$ cat src/rtl/scan_seq_pkg.sv
package scan_seq_pkg;

    typedef enum logic [2:0] {
        S_IDLE,
        S_LOAD,
        S_FORCE,
        S_MEASURE,
        S_CAPTURE,
        S_FETCH,
        S_UNLOAD,
        S_DONE
    } seq_state_t;

endpackage

$ cat src/rtl/scan_seq_ctrl.sv
module scan_seq_ctrl
    import scan_seq_pkg::*;
#(
    parameter int CHAIN_LEN = 9
) (
    input  logic                          clk,
    input  logic                          rst_n,
    input  logic                          pat_valid,
    input  logic                          last_held,
    output seq_state_t                    state,
    output logic [$clog2(CHAIN_LEN)-1:0]  cnt,
    output logic                          pat_ready,
    output logic                          accept,
    output logic                          scan_en,
    output logic                          chain_step,
    output logic                          capture,
    output logic                          measure,
    output logic                          pi_active,
    output logic                          cmp_active,
    output logic                          last_shift,
    output logic                          done
);
    localparam int CW = $clog2(CHAIN_LEN);
    localparam logic [CW-1:0] LAST = CW'(CHAIN_LEN - 1);

    seq_state_t st, nxt;
    logic       cmp_on;
    logic       shifting;

    // state register, shift counter, compare-armed flag
    always_ff @(posedge clk or negedge rst_n) begin
        if (!rst_n) begin
            st     <= S_IDLE;
            cnt    <= '0;
            cmp_on <= 1'b0;
        end else begin
            st  <= nxt;
            cnt <= (shifting && cnt != LAST) ? cnt + 1'b1 : '0;
            if (st == S_IDLE && accept)
                cmp_on <= 1'b0;
            else if (st == S_CAPTURE)
                cmp_on <= 1'b1;
        end
    end

    always_comb begin
        nxt = st;
        unique case (st)
            S_IDLE:    if (pat_valid) nxt = S_LOAD;
            S_LOAD:    if (cnt == LAST) nxt = S_FORCE;
            S_FORCE:   nxt = S_MEASURE;
            S_MEASURE: nxt = S_CAPTURE;
            S_CAPTURE: nxt = last_held ? S_UNLOAD : S_FETCH;
            S_FETCH:   if (pat_valid) nxt = S_LOAD;
            S_UNLOAD:  if (cnt == LAST) nxt = S_DONE;
            S_DONE:    nxt = S_IDLE;
            default:   nxt = S_IDLE;
        endcase
    end

    // outputs
    always_comb begin
        state      = st;
        shifting   = (st == S_LOAD) || (st == S_UNLOAD);
        pat_ready  = (st == S_IDLE) || (st == S_FETCH);
        accept     = pat_ready && pat_valid;
        capture    = (st == S_CAPTURE);
        measure    = (st == S_MEASURE);
        pi_active  = (st == S_FORCE) || (st == S_MEASURE) || (st == S_CAPTURE);
        scan_en    = !pi_active;
        chain_step = shifting || capture;
        cmp_active = cmp_on && shifting;
        last_shift = shifting && (cnt == LAST);
        done       = (st == S_DONE);
    end

    // checker: count load shifts since the last capture
    logic [CW:0] load_seen;
    always_ff @(posedge clk or negedge rst_n) begin
        if (!rst_n)
            load_seen <= '0;
        else if (chain_step && !scan_en)
            load_seen <= '0;
        else if (st == S_LOAD && load_seen != (CW+1)'(CHAIN_LEN))
            load_seen <= load_seen + 1'b1;
    end

    assert_load_len_R2: assert property (@(posedge clk) disable iff (!rst_n)
        (chain_step && !scan_en) |-> (load_seen == (CW+1)'(CHAIN_LEN)));
    assert_scan_back_R3: assert property (@(posedge clk) disable iff (!rst_n)
        (chain_step && !scan_en) |=> scan_en);
    assert_hold_wait_R11: assert property (@(posedge clk) disable iff (!rst_n)
        pat_ready |-> !chain_step);
    assert_ready_after_done_R9: assert property (@(posedge clk) disable iff (!rst_n)
        done |=> (pat_ready && !done));

endmodule

$ cat src/rtl/scan_seq_cmp.sv
module scan_seq_cmp (
    input  logic clk,
    input  logic rst_n,
    input  logic cmp_active,
    input  logic last_shift,
    input  logic so_bit,
    input  logic exp_bit,
    input  logic care_bit,
    input  logic po_check,
    input  logic po_mismatch,
    output logic res_valid,
    output logic res_fail,
    output logic fail_sticky
);
    logic acc;
    logic bit_mis;

    always_comb bit_mis = cmp_active && care_bit && (so_bit != exp_bit);

    always_ff @(posedge clk or negedge rst_n) begin
        if (!rst_n) begin
            acc         <= 1'b0;
            res_valid   <= 1'b0;
            res_fail    <= 1'b0;
            fail_sticky <= 1'b0;
        end else begin
            res_valid <= 1'b0;
            if (cmp_active && last_shift) begin
                res_valid   <= 1'b1;
                res_fail    <= acc || bit_mis;
                fail_sticky <= fail_sticky || acc || bit_mis;
                acc         <= 1'b0;
            end else if (bit_mis || (po_check && po_mismatch)) begin
                acc <= 1'b1;
            end
        end
    end

    assert_sticky_hold_R10: assert property (@(posedge clk) disable iff (!rst_n)
        fail_sticky |=> fail_sticky);
    assert_sticky_on_fail_R10: assert property (@(posedge clk) disable iff (!rst_n)
        (res_valid && res_fail) |-> fail_sticky);
    assert_single_strobe_R4: assert property (@(posedge clk) disable iff (!rst_n)
        res_valid |=> !res_valid);

endmodule

$ cat src/rtl/scan_seq.sv
module scan_seq
    import scan_seq_pkg::*;
#(
    parameter int CHAIN_LEN  = 9,
    parameter int PI_W       = 4,
    parameter int PO_W       = 4,
    parameter bit FORCE_PI   = 1'b1,
    parameter bit MEASURE_PO = 1'b1
) (
    input  logic                 clk,
    input  logic                 rst_n,
    input  logic                 pat_valid,
    output logic                 pat_ready,
    input  logic [CHAIN_LEN-1:0] pat_vec,
    input  logic [CHAIN_LEN-1:0] pat_exp,
    input  logic [CHAIN_LEN-1:0] pat_mask,
    input  logic [PI_W-1:0]      pat_pi,
    input  logic [PO_W-1:0]      pat_po_exp,
    input  logic                 pat_last,
    output logic                 scan_en,
    output logic                 scan_si,
    input  logic                 scan_so,
    output logic                 chain_step,
    output logic [PI_W-1:0]      pi_drive,
    input  logic [PO_W-1:0]      po_in,
    output logic                 res_valid,
    output logic                 res_fail,
    output logic                 fail_sticky,
    output logic                 done
);
    localparam int CW = $clog2(CHAIN_LEN);
    localparam logic [CW-1:0] LAST = CW'(CHAIN_LEN - 1);

    seq_state_t          state;
    logic [CW-1:0]       cnt, idx;
    logic                accept, capture, measure, pi_active;
    logic                cmp_active, last_shift;
    logic                po_mis;

    logic [CHAIN_LEN-1:0] vec_r, nxt_exp, nxt_mask, chk_exp, chk_mask;
    logic [PI_W-1:0]      pi_r;
    logic [PO_W-1:0]      po_exp_r;
    logic                 last_r;

    scan_seq_ctrl #(.CHAIN_LEN(CHAIN_LEN)) u_ctrl (
        .clk        (clk),
        .rst_n      (rst_n),
        .pat_valid  (pat_valid),
        .last_held  (last_r),
        .state      (state),
        .cnt        (cnt),
        .pat_ready  (pat_ready),
        .accept     (accept),
        .scan_en    (scan_en),
        .chain_step (chain_step),
        .capture    (capture),
        .measure    (measure),
        .pi_active  (pi_active),
        .cmp_active (cmp_active),
        .last_shift (last_shift),
        .done       (done)
    );

    // pattern holding registers: new pattern on accept, response moves to check on capture
    always_ff @(posedge clk or negedge rst_n) begin
        if (!rst_n) begin
            vec_r    <= '0;
            nxt_exp  <= '0;
            nxt_mask <= '0;
            chk_exp  <= '0;
            chk_mask <= '0;
            pi_r     <= '0;
            po_exp_r <= '0;
            last_r   <= 1'b0;
        end else begin
            if (accept) begin
                vec_r    <= pat_vec;
                nxt_exp  <= pat_exp;
                nxt_mask <= pat_mask;
                pi_r     <= pat_pi;
                po_exp_r <= pat_po_exp;
                last_r   <= pat_last;
            end
            if (capture) begin
                chk_exp  <= nxt_exp;
                chk_mask <= nxt_mask;
            end
        end
    end

    // the flop farthest from scan-in is loaded first and unloaded first
    always_comb begin
        idx     = LAST - cnt;
        scan_si = (state == S_LOAD) ? vec_r[idx] : 1'b0;
    end

    generate
        if (FORCE_PI) begin : g_pi
            assign pi_drive = pi_active ? pi_r : '0;
        end else begin : g_no_pi
            assign pi_drive = '0;
        end
        if (MEASURE_PO) begin : g_po
            assign po_mis = (po_in != po_exp_r);
        end else begin : g_no_po
            assign po_mis = 1'b0;
        end
    endgenerate

    scan_seq_cmp u_cmp (
        .clk         (clk),
        .rst_n       (rst_n),
        .cmp_active  (cmp_active),
        .last_shift  (last_shift),
        .so_bit      (scan_so),
        .exp_bit     (chk_exp[idx]),
        .care_bit    (!chk_mask[idx]),
        .po_check    (measure),
        .po_mismatch (po_mis),
        .res_valid   (res_valid),
        .res_fail    (res_fail),
        .fail_sticky (fail_sticky)
    );

    assert_pi_idle_R7: assert property (@(posedge clk) disable iff (!rst_n)
        scan_en |-> (pi_drive == '0));

endmodule

$ cat config.mk
export PLATFORM = sky130hd
export DESIGN_NAME = scan_seq
export DESIGN_NICKNAME = d
export VERILOG_FILES = /design/src/rtl/scan_seq_pkg.sv /design/src/rtl/scan_seq_ctrl.sv /design/src/rtl/scan_seq_cmp.sv /design/src/rtl/scan_seq.sv
export SDC_FILE = /design/constraint.sdc
export NUM_CORES = 1
export LEC_CHECK = 0
export BUFFER_PORTS_ARGS = -buffer_cell sky130_fd_sc_hd__buf_2
export CORE_ASPECT_RATIO = 0.9
export CORE_MARGIN = 1.5
export CORE_UTILIZATION = 50
export DETAILED_ROUTE_END_ITERATION = 16
export GPL_TIMING_DRIVEN = 0
export PLACE_DENSITY = 0.78
export SLEW_MARGIN = 20
export SYNTH_ARGS = -nofsm -noshare
export SYNTH_HDL_FRONTEND = slang
export SYNTH_SLANG_ARGS = --single-unit
$ cat constraint.sdc
create_clock -name clk -period 3.5 [get_ports clk]
set_input_delay 0.7 -clock clk [delete_from_list [all_inputs] [get_ports clk]]
set_output_delay 0.7 -clock clk [all_outputs]
set_load 0.05 [all_outputs]
Word level (Yosys, flattened, before mapping) --
Cells that the tools add are included.
Operators by class: reduce and logical (&&, ||, !) cells 25, equal/unequal tests 14, order comparisons 1, multiplexer cells 19, add/sub/neg operators 2
Operator list (number):
- one-hot mux 3 bit (7 select lines) | 1
- binary-select mux 1 bit (select 4 bit) | 3
- equality test 3 bit, second input constant | 4
- logical AND 1 bit | 9
- logical OR 1 bit | 9
- 2-to-1 mux 1 bit | 9
- 2-to-1 mux 3 bit | 3
- 2-to-1 mux 4 bit | 2
- equality test 3 x 2 -> 1 bit, second input constant | 2
- != test 2 x 1 -> 1 bit, second input constant | 3
- < comparator 4 x 5 -> 1 bit, second input constant | 1
- adder 4 x 1 -> 4 bit, second input constant | 1
- equality test 4 bit, second input constant | 1
- != test 4 bit | 1
- != test 4 bit, second input constant | 1
- nonzero test 2 bit | 2
- subtractor 4 bit, first input constant | 1
- equality test 3 x 1 -> 1 bit, second input constant | 1
- logical NOT 3 bit | 1
- AND reduction 3 bit | 1
- logical NOT 1 bit | 2
- 2-to-1 mux 2 bit | 1
- OR reduction 2 bit | 1
- != test 1 bit | 1
Storage, ports and cells: output and inout bits 12, logic and storage cells 76, bits of input ports 44, register bits after elaboration 66

Logic depth before layout (Yosys ltp) --
Gate-level depths: netlist of the first run.
word-level depth 9, depth in mapped cells 11, gate-level depth less buffers 8

Hierarchy --
From an unflattened synthesis of the first run, not the netlist that was laid out.
Second synthesis, totals: cell total of the unflattened synthesis 222, area, all modules 3025.4 sq um
Modules (own cells, without submodules):
- scan_seq | sequential area each 1351.3 sq um, area an instance 2377.3 sq um, times used 1, cells each 153
- scan_seq_ctrl | sequential area each 200.2 sq um, area an instance 495.5 sq um, times used 1, cells each 55
- scan_seq_cmp | sequential area each 100.1 sq um, area an instance 152.6 sq um, times used 1, cells each 14

Worst setup path after synthesis of the first run --
OpenSTA, ideal clock, no wires.
kind register to output, start point register u_ctrl.cnt[0], end point output port scan_si, path slack 0.099 ns, data required time 2.800 ns, buffers on the path 3, data arrival time 2.701 ns, stages on the path, launching flop included 10, cells stage by stage dfrtp_1 -> buf_2 -> buf_2 -> inv_1 -> ha_1 -> buf_2 -> or4bb_1 -> o22ai_2 -> a21oi_1 -> nor2_1
Between the ends: longest elaborated chain between the ends 4
Ends and longest elaborated chain:
- start, declared | line scan_seq_ctrl.sv:11 | output logic [$clog2(CHAIN_LEN)-1:0] cnt,
- start signal, assigned | line scan_seq_ctrl.sv:38 | cnt <= (shifting && cnt != LAST) ? cnt + 1'b1 : '0;
- subtractor 4 bit | line scan_seq.sv:93 | idx = LAST - cnt;
- binary-select mux 1 bit (select 4 bit) | line scan_seq.sv:94 | scan_si = (state == S_LOAD) ? vec_r[idx] : 1'b0;
- 2-to-1 mux 1 bit (not written as such) | line scan_seq.sv:94
- 2-to-1 mux 1 bit | line scan_seq.sv:94
- end, declared | line scan_seq.sv:21 | output logic scan_si,
No other way between the ends. The select of a mux whose other input is x is not followed.

Final worst setup path of the first run --
Same ends and word-level chain as after synthesis.

==> impl_metrics.toml, run 1 <==
[outcome]
status = "finished, violations left"
failed_checks = "DRC"

[power_and_ir_drop]
swShare_pct = 37.02
switchingPower_mw = 1.318
ir_worst_vdd_uv = 498.4
power_density_mw_per_mm2 = 958.2
power_frac_seq_pct = 36.3
pwr-share-clk_pct = 18.2
p_comb_share_pct = 45.5
power.internal_mw = 2.243
leakage_nw = 1.769

[floorplan]
rows = 26
ioPinCount = 56
start_util_pct = 52.96
die_w_um = 85.55
fp.dieArea_mm2 = 0.006613
core-area_mm2 = 0.005791
die_h_um = 77.30

[critical_path]
path_max_fanout = 10
end_kind = "output pin"
path_class = "reg2out"
cp.required_ps = 2800
cp-start-kind = "flip-flop"
cp_data_arrival_time_ps = 2680

[clock_network]
cts_sinks = 66
cts_buffers = 9
clk_pin_slew_ps = 70
insertion_delay_ps = 340
cts_tree = "done"
root_buffer = "clkbuf_8"
htreeDepth = 3
max-clock-path-buffers = 2

[final_layout]
drive_gt1_share_pct = 48.72
antenna_cells = 0
areaGrowthSynthToFinish_pct = 21.22
most-common-layout-cells = "dfrtp_1 (66), buf_2 (57), mux2_2 (57)"
fillers = 466
layout.cells.most_common = "dfrtp_1"
nets = 353

[timing]
finalWorstPathRequiredPeriod_ps = 3378
post-route-period-util_pct = 96.51
hold_viol = 0
fmax_mhz = 296.1
setup_violations = 0
tightest_slew_ps = 760.8
worst_hold_slack_ps = 231.1
slew_viol_final = 0
tns_ps = 0
clock_skew_ps = 7.121
slew_headroom_pct = 49.28
fin_ws_ps = 122.2

[synth]
syn-cell-area_mm2 = 0.003067
synth_top_area_cell = "dfrtp_1"
ys_ff_latch = 66
synth_area_leaders = "dfrtp_1 (54%), mux2_2 (21%), mux4_2 (2.2%)"
synth_top_area_share_pct = 53.86
syn_avg_cell_area_um2 = 12.99
synth.distinct_cells = 47
synth_top_flop_cell = "dfrtp_1"
synth_nets = 282
ys_async_sr_fraction_pct = 100.0
yosysSeqAreaShare_pct = 53.86
synth_edf_count = 0
yosysWarnings = 0
postSynthCellCount = 236

[place]
gp_congestion = 0.8163
dp_hpwl_um = 4171
portBuffers = 55
place_ws_ps = 106.9

[grt]
grt.busiest_layer = "met2"
grt_max_degree = 48
grt_use_total_pct = 19.19
grt_use_met3_pct = 6.028
grt_pass1_vias = 2044
overflow = 0
grtUsageMet2_pct = 28.35
grt_pass1_wl_um = 9639
antenna_found_initial = 0
use_met1_pct = 26.23

[route]
drc = 3
vias = 2096
totalWireLength_um = 6013
first_iter_violations = 114
wl_per_cell_um = 15.74
drt_first_pass_iters = 11
viasPerCell = 5.487
final_antenna_net_count = 0

[min_path]
hold_path.class = "in2async"

[run]
cap_violations = 0
## metal layers
layer / part of all wire, % / vias to the layer above
met5: 0 / -
met4: 2.0 / 0
met3: 4.6 / 12
met2: 47 / 58
met1: 46 / 1038
li1: - / 988
## through the flow
stage | cells | instance area (um^2) | util (%) | power (mW)
finish | 382 | 3717 | 64.20 | 3.562
detailed placement | 362 | 3460 | 59.75 | 2.826
global route | 382 | 3717 | 64.20 | 3.778
CTS | 379 | 3681 | 63.57 | 3.514
floorplan | 236 | 3067 | - | 2.473
global placement | 361 | 3430 | 59.23 | 2.759
## registers in the layout, indices dropped and copies added (netlist names)
register           cells
chk_exp                9
u_ctrl.cmp_on          1
u_cmp.res_valid        1
u_ctrl.cnt             4
vec_r                  9
u_cmp.acc              1
pi_r                   4
u_ctrl.state           3
last_r                 1
nxt_mask               9
chk_mask               9
po_exp_r               4
u_cmp.fail_sticky      1
u_cmp.res_fail         1
nxt_exp                9
## worst max-delay path, cell delays in order (launching register included)
cell and delay (ps):
dfrtp_1 390, buf_6 150, buf_8 140, inv_1 50, ha_1 290, clkbuf_4 190, or4bb_1 530, o22ai_2 130
a21oi_1 90, nor2_1 170, buf_6 180
## layout make-up
cell class | count | area, um^2 | share of cell area (%)
buffer | 13 | 88.84 | 2.390
clock buffer | 10 | 137.6 | 3.702
clock inverter | 6 | 65.06 | 1.750
inverter | 8 | 30.03 | 0.8078
multi-input combinational | 149 | 1315 | 35.38
sequential | 66 | 1652 | 44.43
tap | 70 | 87.58 | 2.356
timing repair buffer | 60 | 341.6 | 9.189
## cell usage after synthesis, drive strengths merged (2+ instances only)
cell	instances
xor2	2
o21ai	4
dfrtp	66
nor2	10
ha	2
nor3	5
o211ai	2
a2111oi	2
o311ai	2
mux2i	3
o22ai	3
a311oi	2
nand2b	2
mux2	59
nor2b	7
a21o	2
inv	8
mux4	3
buf	10
a21oi	4
clkbuf	3
nand3	4
nand2	10
xnor2	7
## power groups by stage
| stage | Sequential [mW] | Clock (mW) | Combinational [mW] |
|---|---|---|---|
| floorplan | 1.26 | 0 | 1.21 |
| CTS | 1.29 | 0.660 | 1.56 |
| detailed placement | 1.30 | 0 | 1.53 |
| global placement | 1.28 | 0 | 1.48 |
| global route | 1.33 | 0.692 | 1.75 |
| finish | 1.29 | 0.647 | 1.62 |
## cells by family after synthesis
| kind of cell | share of synthesized area, % |
|---|---|
| multiplexers | 24.97 |
| buffers and inverters | 3.264 |
| AO/OA/AOI/OAI | 6.569 |
| AND/OR/NAND/NOR | 7.956 |
| flip-flops | 53.86 |
| XOR/XNOR | 2.571 |
| adder cells (fa/ha/maj) | 0.8159 |
## what timing repair did
item                                    in CTS  in global routing
buffers inserted                             1                  3
resized for setup                            4                  4
hold buffers                                 0                  0
pin swaps                                    1                  1
endpoints found under the setup margin       1                  1
## worst paths after layout
kind                              startpoint                end  slack (ps)  depth (start not counted)
max                            u_ctrl.cnt[0]            scan_si         120                         10
min                                    rst_n        nxt_mask[0]         230                          1
max reg2reg                    u_ctrl.cnt[0]     u_cmp.res_fail         710                         11
min reg2reg                u_cmp.fail_sticky  u_cmp.fail_sticky         480                          1
max in group asynchronous              rst_n        po_exp_r[3]        2760                          2
min in group clk           u_cmp.fail_sticky  u_cmp.fail_sticky         480                          1
Note: power is estimated with default switching activity, not from simulation.
==> run 2: changes to the inputs <==
- PLACE_DENSITY: 0.78 -> 0.73
- RECOVER_POWER: unset -> 100
==> impl_metrics.toml, run 2 (same netlist as run 1, synthesis figures left out) <==
[final_layout]
areaGrowthSynthToFinish_pct = 20.60
drive_gt1_share_pct = 47.28
antenna_cells = 0
fin_area_mm2 = 0.003699
nets = 354
layout.cells.most_common = "dfrtp_1"
most-common-layout-cells = "dfrtp_1 (66), mux2_2 (57), buf_2 (54)"
fin_cells = 383
fillers = 468
final_core_util_pct = 63.87

[place]
portBuffers = 55
gp_congestion = 0.8453
placed_area_mm2 = 0.003452
dp_hpwl_um = 4066
place_ws_ps = 117.8
placed_cells = 362

[power_and_ir_drop]
leakage_nw = 1.753
totalPowerFinal_mw = 3.552
power_density_mw_per_mm2 = 960.5
ir_worst_vdd_uv = 463.5

[grt]
grt_pass1_wl_um = 9860
grt_pass1_vias = 2058
antenna_found_initial = 0
grt_max_degree = 37
grt_use_total_pct = 19.54
overflow = 0

[timing]
tns_ps = 0
clock_skew_ps = 8.089
slew_viol_final = 32
slew_headroom_pct = -11.71
tightest_slew_ps = 1676
worst_hold_slack_ps = 491.5
post-route-period-util_pct = 97.44
fmax_mhz = 293.2
setup_violations = 0
hold_viol = 0
finalWorstPathRequiredPeriod_ps = 3411
fin_ws_ps = 89.43

[clock_network]
cts_sinks = 66
cts_buffers = 9
clk_pin_slew_ps = 70
htreeDepth = 3
root_buffer = "clkbuf_8"
holdBufCountCts = 0
insertion_delay_ps = 350
max-clock-path-buffers = 2
cts_tree = "done"

[route]
vias = 2028
first_iter_violations = 87
drc = 4
totalWireLength_um = 5800
viasPerCell = 5.295
final_antenna_net_count = 0
drt_first_pass_iters = 10
wl_per_cell_um = 15.14

[min_path]
hold_path.class = "reg2reg"
min-delay-start = "u_cmp.fail_sticky"
min_to = "u_cmp.fail_sticky"
min_path_cells = 1

[run]
cap_violations = 1

[critical_path]
path_max_fanout = 10
end_kind = "output pin"
cp_data_arrival_time_ps = 2710
cp.required_ps = 2800
r2r-start = "u_ctrl.cnt[0]"
r2r_slack_ps = 680
r2r_cells = 12
cp-start-kind = "flip-flop"
worstReg2RegEnd = "u_cmp.fail_sticky"
path_class = "reg2out"

[floorplan]
rows = 26
start_util_pct = 52.96
ioPinCount = 56
core-area_mm2 = 0.005791
die_w_um = 85.55
fp.dieArea_mm2 = 0.006613
die_h_um = 77.30

[outcome]
failed_checks = "DRC, capacitance limit, slew limit"
status = "finished, violations left"
==> run 2: cell count changes in the layout (fill, tap and decap cells not counted) <==
cell,before,now
o21ai_0,3,4
clkbuf_1,2,7
buf_8,1,0
buf_16,1,0
o21ai_1,1,0
clkbuf_4,1,0
buf_2,57,54
buf_12,0,1
buf_4,6,7
==> run 2: worst max path at each step <==
| stage | end | from | cells after the start |
|---|---|---|---|
| 6_report | scan_si | u_ctrl.cnt[0] | 10 |
| 5_1_grt | scan_si | u_ctrl.cnt[0] | 10 |
| 4_1_cts | scan_si | u_ctrl.cnt[0] | 10 |
| 3_5_place_dp | scan_si | u_ctrl.cnt[0] | 10 |
| 3_3_place_gp | scan_si | u_ctrl.cnt[0] | 10 |
| 2_1_floorplan | scan_si | u_ctrl.cnt[0] | 9 |
==> run 2: per-layer routing <==
| metal | vias up | global-route usage [%] | share of wire [%] |
|---|---|---|---|
| li1 | 985 | - | - |
| met1 | 990 | 27.50 | 49 |
| met2 | 46 | 28.66 | 46 |
| met3 | 7 | 6.781 | 4.5 |
| met4 | 0 | 5.806 | 1.2 |
| met5 | - | 0 | 0 |
==> run 2: where the power goes <==
part	internal (mW)	total, mW	leakage [nW]	switching [mW]
clock	0.349	0.645	0.103	0.296
combinational	0.797	1.62	0.831	0.820
sequential	1.11	1.29	0.819	0.185
total	2.25	3.55	1.75	1.30
==> run 2: worst max-delay path, stage by stage, from the launching register on <==
cell and delay [ps]:
dfrtp_1 400, buf_6 160, buf_12 140, inv_1 50, ha_1 300, buf_4 180
or4bb_1 530, o22ai_2 160, a21oi_1 100, nor2_1 170, buf_6 180
==> run 2: cell type report <==
cell class / count / area (um^2) / share of cell area (%)
clock buffers: 10 / 137.6 / 3.721
repair buffers: 61 / 319.1 / 8.627
clock inverters: 6 / 65.06 / 1.759
plain buffers: 13 / 92.59 / 2.503
inverters: 8 / 30.03 / 0.8119
well taps: 70 / 87.58 / 2.368
multi-input cells: 149 / 1315 / 35.55
flip-flops and latches: 66 / 1652 / 44.65
==> run 2: timing repair <==
| action | CTS | global route |
|---|---|---|
| endpoints found under the setup margin | 1 | 1 |
| pin swaps | 1 | 2 |
| setup buffers | 1 | 4 |
| gates resized for setup | 5 | 5 |
| gates cloned | 0 | 0 |
==> run 3: changes to the inputs <==
- ABC_AREA: unset -> 1
- CORE_ASPECT_RATIO: 0.9 -> unset
==> impl_metrics.toml, run 3 <==
[clock_network]
holdBufCountCts = 0
htreeDepth = 3
cts_sinks = 66
root_buffer = "clkbuf_8"
cts_buffers = 9
cts_tree = "done"
max-clock-path-buffers = 2
clk_pin_slew_ps = 70
insertion_delay_ps = 340

[critical_path]
path_max_fanout = 10
critPathMaxStageDelay_ps = 390
cp.required_ps = 2800
crit_chain = "buf_2, clkinvlp_4, buf_2, ha_2, inv_2, o21ai_0, o22ai_1, o211ai_1, a21oi_1, buf_2"
crit_slowest_cell = "ha_2"
cp_top_family = "buffers and inverters"
path_class = "reg2out"
crit_top_cell = "buf_2"
end_kind = "output pin"
cp-start-kind = "flip-flop"
crit_buf_inv = 5
cp_data_arrival_time_ps = 2550

[route]
drc = 0
vias = 2428
drt_first_pass_iters = 4
final_antenna_net_count = 0
first_iter_violations = 134
wl_per_cell_um = 12.46
viasPerCell = 4.965
totalWireLength_um = 6093

[floorplan]
core-area_mm2 = 0.005921
die_h_um = 81.38
rows = 28
fp.dieArea_mm2 = 0.006623
ioPinCount = 56
start_util_pct = 51.88
die_w_um = 81.38

[synth]
yosys-top-cells-count = "dfrtp_1 (66), nand2_1 (66), inv_1 (47), nor2_1 (40), o21ai_0 (24)"
synth_top_area_cell = "dfrtp_1"
yosysWarnings = 0
synth_nets = 388
synth_edf_count = 0
syn-cell-area_mm2 = 0.003072
synth_area_leaders = "dfrtp_1 (54%), nand2_1 (8.1%), inv_1 (5.7%)"
synth_top_area_share_pct = 53.77
postSynthCellCount = 342
yosysSeqAreaShare_pct = 53.77
ys_async_sr_fraction_pct = 100.0
syn_avg_cell_area_um2 = 8.982
ys_ff_latch = 66
synth_top_flop_cell = "dfrtp_1"
synth.distinct_cells = 28

[grt]
overflow = 0
grt_use_total_pct = 21.64
grt_pass1_wl_um = 10560
antenna_found_initial = 0
grt_max_degree = 41
grt_pass1_vias = 2400

[timing]
setup_violations = 0
worst_hold_slack_ps = 467.5
rsz0062_at_grt = "no"
finalWorstPathRequiredPeriod_ps = 3255
fin_ws_ps = 245.3
fmax_mhz = 307.2
slew_viol_final = 0
hold_viol = 0
tightest_slew_ps = 1378
slew_headroom_pct = 8.125
tns_ps = 0
post-route-period-util_pct = 92.99
clock_skew_ps = 7.667

[place]
placed_cells = 473
gp_congestion = 0.8160
place_ws_ps = 230.4
dp_hpwl_um = 4446
portBuffers = 55

[outcome]
status = "completed"

[final_layout]
drive_gt1_share_pct = 18.36
final_core_util_pct = 60.78
fin_cells = 489
most-common-layout-cells = "nand2_1 (68), dfrtp_1 (66), inv_1 (47), buf_2 (45), nor2_1 (40)"
nets = 455
layout.cells.most_common = "nand2_1"
areaGrowthSynthToFinish_pct = 17.15
antenna_cells = 0

[power_and_ir_drop]
p_comb_share_pct = 43.3
ir_worst_vdd_uv = 679.1
swShare_pct = 41.72
power_frac_seq_pct = 36.2
switchingPower_mw = 1.460
leakage_nw = 1.861
power_density_mw_per_mm2 = 972.2
pwr-share-clk_pct = 20.5
power.internal_mw = 2.039

[run]
cap_violations = 0

[min_path]
hold_path.class = "reg2reg"
## run 3: changes by cell type after synthesis, moves of 5 or more
cell	before	now
nor2b_1	7	0
nand3_1	4	21
nor3_1	5	0
clkbuf_1	2	7
buf_2	7	2
mux2_2	57	6
nand2_1	10	66
nor2_1	10	40
mux2_4	1	11
a21oi_1	4	22
inv_1	8	47
o21ai_0	3	24
## run 3: worst paths after layout
path	depth (start not counted)	startpoint	slack, ps	end
setup / recovery	10	u_ctrl.cnt[0]	250	scan_si
hold / removal	2	u_cmp.fail_sticky	470	u_cmp.fail_sticky
setup reg to reg	14	u_ctrl.cnt[0]	1220	u_cmp.res_fail
hold reg to reg	2	u_cmp.fail_sticky	470	u_cmp.fail_sticky
max in group asynchronous	2	rst_n	1250	chk_mask[4]
min in group asynchronous	1	rst_n	660	u_ctrl.cnt[2]
## run 3: cell families (layout without fill, tap and decap cells)
group / count (synthesis) / count (layout) / synth area share, %
xor gates and xnor gates: 8 / 8 / 2.281
adders and majority gates: 2 / 2 / 0.8145
and+or+nand+nor: 135 / 135 / 18.17
muxes: 17 / 17 / 7.576
buffers and inverters: 62 / 134 / 8.431
DFF: 66 / 66 / 53.77
AOI/OAI and AO/OA: 52 / 52 / 8.962
## run 3: area by class of cell
class	instances	area, um^2
Tap cell	75	93.84
Multi-Input combinational cell	214	1116
Clock inverter	6	90.09
Timing Repair Buffer	57	272.8
Clock buffer	10	137.6
Sequential cell	66	1652
Buffer	12	48.80
Inverter	49	187.7
Fill cell	565	2322
## run 3: metal layers
metal  up-vias  part of all wire [%]  GRT usage (%)
li1       1218                     -              -
met3        13                   5.1          4.719
met5         -                     0              0
met1      1122                    47          28.12
met4         0                   2.5          11.03
met2        75                    45          33.97
## run 3: through the flow
| stage | power, mW | instance area, um^2 |
|---|---|---|
| after floorplan | 2.499 | 3072 |
| after global placement | 2.821 | 3441 |
| after detailed placement | 2.883 | 3463 |
| after CTS | 3.617 | 3687 |
| after global routing | 3.809 | 3598 |
| final | 3.498 | 3598 |
## run 3: worst min-delay path, stage by stage, from the launching register on
cell	delay [ps]
dfrtp_1	340
inv_1	40
nand2_1	50
## run 3: repair_timing
action	in CTS	in global routing
gates resized for setup	1	3
endpoints found under the setup margin	1	1
setup buffers	0	1
pin swaps	0	1
## run 3: power groups by stage
| stage | sequential [mW] | combinational [mW] | clock [mW] |
|---|---|---|---|
| after detailed placement | 1.29 | 1.59 | 0 |
| after global placement | 1.27 | 1.55 | 0 |
| after global routing | 1.31 | 1.73 | 0.766 |
| after floorplan | 1.24 | 1.26 | 0 |
| final | 1.27 | 1.51 | 0.717 |
| after CTS | 1.27 | 1.61 | 0.731 |
